[src/rtl/pwm_pkg.sv]
// Package: shared mode type and format constants for the sync-started PWM generator.
// Assumes all configuration values carry FRAC_BITS fractional bits below the integer count.
package pwm_pkg;

    localparam int FRAC_BITS = 4;

    typedef enum logic {
        MODE_FREE = 1'b0,
        MODE_SYNC = 1'b1
    } start_mode_e;

endpackage

[src/rtl/pwm_cfg_decode.sv]
// Module: pwm_cfg_decode
// Strips the fractional bits from the period, duty and trigger values and
// derives the terminal count of a cycle. Assumes the fractional bits carry no
// timing meaning. A period whose integer part is zero is treated as one clock.
module pwm_cfg_decode #(
    parameter int CNT_W  = 16,
    parameter int FRAC_W = 4,
    localparam int REG_W = CNT_W + FRAC_W
) (
    input  logic [REG_W-1:0] period_q,
    input  logic [REG_W-1:0] duty_q,
    input  logic [REG_W-1:0] trig_q,
    output logic [CNT_W-1:0] duty_int,
    output logic [CNT_W-1:0] trig_int,
    output logic [CNT_W-1:0] last_cnt
);

    logic [CNT_W-1:0] per_int;

    // Purpose: keep the integer parts of the three values.
    always_comb begin
        per_int  = period_q[REG_W-1:FRAC_W];
        duty_int = duty_q[REG_W-1:FRAC_W];
        trig_int = trig_q[REG_W-1:FRAC_W];
    end

    // Purpose: terminal count is period-1, and 0 for a zero or one-clock period.
    always_comb begin
        if (per_int == '0) begin
            last_cnt = '0;
        end else begin
            last_cnt = per_int - 1'b1;
        end
    end

endmodule

[src/rtl/pwm_start_ctl.sv]
// Module: pwm_start_ctl
// Decides when the cycle counter is cleared and when a new cycle begins.
// It tracks the enable level to find its rising edge. Assumes sync_in is
// already synchronous to clk.
module pwm_start_ctl
    import pwm_pkg::*;
(
    input  logic        clk,
    input  logic        rst_n,
    input  logic        enable,
    input  start_mode_e mode,
    input  logic        sync_in,
    input  logic        running,
    output logic        clear,
    output logic        start
);

    logic en_d;

    // Purpose: remember last cycle's enable to find its rising edge.
    always_ff @(posedge clk) begin
        if (!rst_n) begin
            en_d <= 1'b0;
        end else begin
            en_d <= enable;
        end
    end

    // Purpose: clear while disabled or on the enable edge; start only from idle.
    always_comb begin
        clear = !enable || !en_d;
        start = 1'b0;
        if (!clear && !running) begin
            start = (mode == MODE_FREE) || sync_in;
        end
    end

endmodule

[src/rtl/pwm_cycle_counter.sv]
// Module: pwm_cycle_counter
// Holds the running flag and the integer count of the current cycle. At the
// terminal count it wraps in free-running mode and stops in sync mode. Assumes
// clear takes priority over start, and start is raised only while idle.
module pwm_cycle_counter
    import pwm_pkg::*;
#(
    parameter int CNT_W = 16
) (
    input  logic             clk,
    input  logic             rst_n,
    input  logic             clear,
    input  logic             start,
    input  start_mode_e      mode,
    input  logic [CNT_W-1:0] last_cnt,
    output logic             running,
    output logic [CNT_W-1:0] count,
    output logic             cycle_end
);

    // Purpose: flag the last clock of a running cycle (>= survives a shrinking period).
    always_comb begin
        cycle_end = running && (count >= last_cnt);
    end

    // Purpose: advance, wrap or stop the cycle count.
    always_ff @(posedge clk) begin
        if (!rst_n) begin
            running <= 1'b0;
            count   <= '0;
        end else if (clear) begin
            running <= 1'b0;
            count   <= '0;
        end else if (start) begin
            running <= 1'b1;
            count   <= '0;
        end else if (running) begin
            if (cycle_end) begin
                count <= '0;
                if (mode == MODE_SYNC) begin
                    running <= 1'b0;
                end
            end else begin
                count <= count + 1'b1;
            end
        end
    end

    AST_START_ZERO: assert property (@(posedge clk) disable iff (!rst_n)
        (start && !clear) |=> (running && count == '0));
    AST_SYNC_STOP: assert property (@(posedge clk) disable iff (!rst_n)
        (cycle_end && mode == MODE_SYNC && !clear) |=> !running);
    AST_FREE_WRAP: assert property (@(posedge clk) disable iff (!rst_n)
        (cycle_end && mode == MODE_FREE && !clear) |=> (running && count == '0));
    AST_RUN_HOLD: assert property (@(posedge clk) disable iff (!rst_n)
        (running && !cycle_end && !clear) |=> (running && count == $past(count) + 1'b1));

endmodule

[src/rtl/pwm_out_compare.sv]
// Module: pwm_out_compare
// Turns the cycle count into the high-side output and the one-clock trigger.
// Assumes count restarts at zero at the start of each cycle. Both outputs are
// forced low while no cycle runs.
module pwm_out_compare #(
    parameter int CNT_W = 16
) (
    input  logic             running,
    input  logic [CNT_W-1:0] count,
    input  logic [CNT_W-1:0] duty_int,
    input  logic [CNT_W-1:0] trig_int,
    output logic             pwm_h,
    output logic             trig_out
);

    // Purpose: high below the duty count; trigger pulses on the compare count.
    always_comb begin
        pwm_h    = running && (count < duty_int);
        trig_out = running && (count == trig_int);
    end

endmodule

[src/rtl/sync_pwm_gen.sv]
// Module: sync_pwm_gen (top)
// PWM generator that either runs freely or produces one cycle per sync pulse.
// Assumes all inputs are synchronous to clk. The period, duty and trigger
// values carry four fractional bits that the timing does not use.
module sync_pwm_gen
    import pwm_pkg::*;
#(
    parameter int CNT_W = 16,
    localparam int REG_W = CNT_W + FRAC_BITS
) (
    input  logic             clk,
    input  logic             rst_n,
    input  logic             enable,
    input  logic             sync_mode,
    input  logic [REG_W-1:0] period_q,
    input  logic [REG_W-1:0] duty_q,
    input  logic [REG_W-1:0] trig_q,
    input  logic             sync_in,
    output logic             pwm_h,
    output logic             trig_out
);

    start_mode_e      mode;
    logic [CNT_W-1:0] duty_int;
    logic [CNT_W-1:0] trig_int;
    logic [CNT_W-1:0] last_cnt;
    logic [CNT_W-1:0] count;
    logic             running;
    logic             cycle_end;
    logic             clear;
    logic             start;

    // Purpose: map the mode pin onto the shared enum.
    always_comb begin
        mode = sync_mode ? MODE_SYNC : MODE_FREE;
    end

    pwm_cfg_decode #(.CNT_W(CNT_W), .FRAC_W(FRAC_BITS)) u_decode (
        .period_q (period_q),
        .duty_q   (duty_q),
        .trig_q   (trig_q),
        .duty_int (duty_int),
        .trig_int (trig_int),
        .last_cnt (last_cnt)
    );

    pwm_start_ctl u_start (
        .clk     (clk),
        .rst_n   (rst_n),
        .enable  (enable),
        .mode    (mode),
        .sync_in (sync_in),
        .running (running),
        .clear   (clear),
        .start   (start)
    );

    pwm_cycle_counter #(.CNT_W(CNT_W)) u_counter (
        .clk       (clk),
        .rst_n     (rst_n),
        .clear     (clear),
        .start     (start),
        .mode      (mode),
        .last_cnt  (last_cnt),
        .running   (running),
        .count     (count),
        .cycle_end (cycle_end)
    );

    pwm_out_compare #(.CNT_W(CNT_W)) u_compare (
        .running  (running),
        .count    (count),
        .duty_int (duty_int),
        .trig_int (trig_int),
        .pwm_h    (pwm_h),
        .trig_out (trig_out)
    );

    AST_DIS_CLEAR: assert property (@(posedge clk) disable iff (!rst_n)
        !enable |=> (!pwm_h && !trig_out));
    AST_SYNC_IDLE: assert property (@(posedge clk) disable iff (!rst_n)
        (sync_mode && !sync_in && !running) |=> (!pwm_h && !trig_out));

endmodule

[config.mk]
export PLATFORM = sky130hd
export DESIGN_NAME = sync_pwm_gen
export DESIGN_NICKNAME = d
export VERILOG_FILES = /design/src/rtl/pwm_pkg.sv /design/src/rtl/pwm_cfg_decode.sv /design/src/rtl/pwm_start_ctl.sv /design/src/rtl/pwm_cycle_counter.sv /design/src/rtl/pwm_out_compare.sv /design/src/rtl/sync_pwm_gen.sv
export SDC_FILE = /design/constraint.sdc
export NUM_CORES = 1
export LEC_CHECK = 0
export BUFFER_PORTS_ARGS = -buffer_cell sky130_fd_sc_hd__buf_2
export CELL_PAD_IN_SITES_DETAIL_PLACEMENT = 1
export CELL_PAD_IN_SITES_GLOBAL_PLACEMENT = 1
export CORE_ASPECT_RATIO = 1.1
export CORE_MARGIN = 1
export CORE_UTILIZATION = 33
export CTS_CLUSTER_DIAMETER = 50
export DETAILED_ROUTE_END_ITERATION = 10
export GPL_TIMING_DRIVEN = 0
export PLACE_DENSITY = 0.81
export SLEW_MARGIN = 20
export SYNTH_ARGS = -nofsm -noshare
export SYNTH_HDL_FRONTEND = slang
export SYNTH_SLANG_ARGS = --single-unit
[constraint.sdc]
create_clock -name clk -period 3.5 [get_ports clk]
set_clock_uncertainty 0.15 [all_clocks]
set_input_delay 0.875 -clock clk [delete_from_list [all_inputs] [get_ports clk]]
set_output_delay 0.875 -clock clk [all_outputs]
set_load 0.02 [all_outputs]
==> qor.yml <==
chipWidth_um: 77.4
max-cap-violations: 0
crit_required_ns: 3.50
post-route-min-period_ns: 3.51
count_of_hold_buffers_inserted_by_post_cts_repair: 0
cts_max_level: 1
placement.cell_area_um2: 2430
worst_pin_slew_ns: 0.484
failed_checks: "setup timing"
worst_setup_path_start_kind: "input pin"
crit_slowest_cell: "sky130_fd_sc_hd__o311a_4"
layout_setup_ws_ns: -0.00858
gr-max-usage-layer: "met2"
root_buffer: "sky130_fd_sc_hd__clkbuf_8"
antennaDiodeCount: 0
first_pass_grt_wire_length_um: 9350
cts_tree: "yes"
yosysMostFrequentCell: "sky130_fd_sc_hd__ha_1"
post_synth_mux_area_share_pct: 0
initial_core_util_pct: 34.9
yosys.area.top_type_share_pct: 20.6
complex_gate_fraction_of_the_synthesized_area_pct: 13.3
final_layout_size_suffix_gt1_share_pct: 34.8
power_density_nw_per_um2: 170
netlist_top_cells_area: "sky130_fd_sc_hd__ha_1, sky130_fd_sc_hd__dfxtp_1, sky130_fd_sc_hd__xor2_1"
final_hold_viol_count: 0
synthFlopType: "sky130_fd_sc_hd__dfxtp_1"
met3_usage_pct: 0.753
tritoncts_num_sinks: 18
flow.area_growth_from_synthesis_pct: 36.8
rrSetupSlack_ns: 1.08
pin_count: 67
leakage_nw: 1.36
drtPass1Iterations: 4
place_hpwl_um: 4540
min_period_over_period_pct: 100
cts-buffers-inserted: 3
main_combinational_cell_family_by_area_after_synthesis: "simple AND/OR/NAND/NOR gates"
grt_pass1_vias: 2101
die_area_um2: 6580
timing.hold.worst.class: "reg2reg"
synth_enable_flop_cells: 0
seq_area_frac_synth_pct: 17.4
slew_viol_final: 0
antenna_found_initial: 0
finalSetupViolCount: 5
criticalPathCategory: "in2reg"
syn_nets: 359
run_status: "finished, violations left"
post_synth_inst_count: 260
synthesis.area_per_instance_um2: 7.95
async_flop_share_pct: 0
synth_unique_cells: 42
fin_area_um2: 2830
grt_overflow_total: 0
drt-total-wl_um: 6100
rsz0062_at_grt: "yes"
synth-seq-cells: 18
worst_skew_pair.late_latency_ns: 0.26
path_cells: "buf_8, or3_4, nor3_4, nand4_1, buf_4, and2_4, ha_4, nand2b_4, a2111oi_4, o21a_1, o311a_4, o21bai_4, buf_6, nor2_4"
fp.dieH_um: 85.0
route.detailed.wl_per_inst_um: 15.0
remaining_drc_errors: 0
grt.met2_usage_pct: 33.6
cp_slowest_stage_delay_ns: 0.43
grt_use_met1_pct: 20.9
netlist_top_cells_count: "sky130_fd_sc_hd__ha_1, sky130_fd_sc_hd__nand2_1, sky130_fd_sc_hd__xor2_1"
vdd_drop_max_mv: 0.122
drt_first_iter_violations: 86
groute.usage.overall_pct: 17.7
xor_and_xnor_fraction_of_the_mapped_netlist_area_pct: 17.0
area_share_of_fa_ha_maj_cells_after_synthesis_pct: 20.6
core-area_um2: 5910
achievable-frequency_mhz: 285
clk_path_buf_depth: 2
yosys_warning_count: 0
grt_start_max_net_pins: 11
route.vias.total: 2063
worst-path-max-fanout: 5
final_util_pct: 47.8
netlist.top_cell.by_area: "sky130_fd_sc_hd__ha_1"
syn_area_um2: 2070
synth_simple_gate_area_share_pct: 26.4
placer_s_final_routability_congestion_estimate: 0.742
nets: 429
placementRows: 29
timing.max_slew.rel_slack_pct: 67.7
avgViaCountPerCell: 5.09
ant_nets: 0
endpoint_kind: "register"
timing.critical_path.arrival_ns: 3.51
cts.reportedPaths.clkPinSlew_ns: 0.07
io_buffers: 54
## worst max-delay path: cells and delay by family
| family | cells | cell delay (ns) |
|---|---|---|
| compound gates | 4 | 0.91 |
| fa+ha+maj | 1 | 0.24 |
| buf+inv | 3 | 0.45 |
| simple gates | 6 | 1.02 |
## final timing paths
check	cells past startpoint	start	end
setup / recovery	14	period_q[16]	u_counter.count[3]$_SDFFE_PP0P_
hold / removal	2	u_start.en_d$_SDFF_PN0_	u_counter.running$_SDFF_PP0_
setup reg to reg	9	u_counter.count[0]$_SDFFE_PP0P_	u_counter.count[3]$_SDFFE_PP0P_
hold reg to reg	2	u_start.en_d$_SDFF_PN0_	u_counter.running$_SDFF_PP0_
## cells by family after synthesis
| logic type | count (synthesis) |
|---|---|
| compound gates | 38 |
| buf+inv | 25 |
| xor+xnor | 40 |
| flops | 18 |
| fa+ha+maj | 34 |
| simple gates | 105 |
## per-stage QoR
step	hold WS (ns)	power, mW	setup slack [ns]	instances	TNS [ns]
floorplan	0.271	0.265	0.0190	260	0
global route	0.355	0.500	-0.101	405	-1.27
finish	0.314	0.480	-0.00858	405	-0.0196
global placement	0.283	0.310	-0.411	391	-6.06
detailed placement	0.308	0.314	-0.477	391	-7.06
CTS	0.317	0.461	0.0148	397	0
## registers in the layout, summed over array words and instances, names as in the netlist
signal / cells
u_start.en_d: 1
u_counter.running: 1
u_counter.count: 16
## routing by layer
metal	vias to the layer above	wire length [µm]
li1	1052	-
met1	952	2710
met2	54	3140
met3	5	173
met4	0	72
met5	-	0
## placed cells by master (no fill, tap or decap), types with 6 or more instances in the layout
cell / netlist / routed
sky130_fd_sc_hd__nand3_1: 7 / 6
sky130_fd_sc_hd__nor2_2: 0 / 7
sky130_fd_sc_hd__ha_1: 34 / 29
sky130_fd_sc_hd__xnor2_1: 10 / 8
sky130_fd_sc_hd__buf_6: 2 / 7
sky130_fd_sc_hd__inv_1: 22 / 22
sky130_fd_sc_hd__o21ai_0: 8 / 7
sky130_fd_sc_hd__nand4_1: 8 / 8
sky130_fd_sc_hd__buf_2: 1 / 51
sky130_fd_sc_hd__buf_4: 0 / 9
sky130_fd_sc_hd__dfxtp_1: 18 / 18
sky130_fd_sc_hd__nor2_1: 19 / 8
sky130_fd_sc_hd__xor2_1: 30 / 30
sky130_fd_sc_hd__a21oi_1: 11 / 11
sky130_fd_sc_hd__nor3_1: 11 / 8
sky130_fd_sc_hd__nand2_1: 32 / 27
## power by group
part	internal [mW]	switching [mW]
combinational	0.0647	0.0612
clock	0.0767	0.0713
sequential	0.206	0.000545
## repair_timing
item,CTS,global route
pin swaps,7,28
resized for setup,9,48
endpoints found under the setup margin,17,17
gates cloned,0,1
buffers inserted,3,7
## area by class of cell
| type | instances | area (µm²) |
|---|---|---|
| Fill cell | 729 | 3090 |
| Multi-Input combinational cell | 217 | 1830 |
| Timing Repair Buffer | 65 | 383 |
| Sequential cell | 18 | 360 |
| Tap cell | 77 | 96.3 |
| Inverter | 22 | 82.6 |
| Clock buffer | 3 | 41.3 |
| Buffer | 3 | 33.8 |
(Power assumes the default switching activity.)
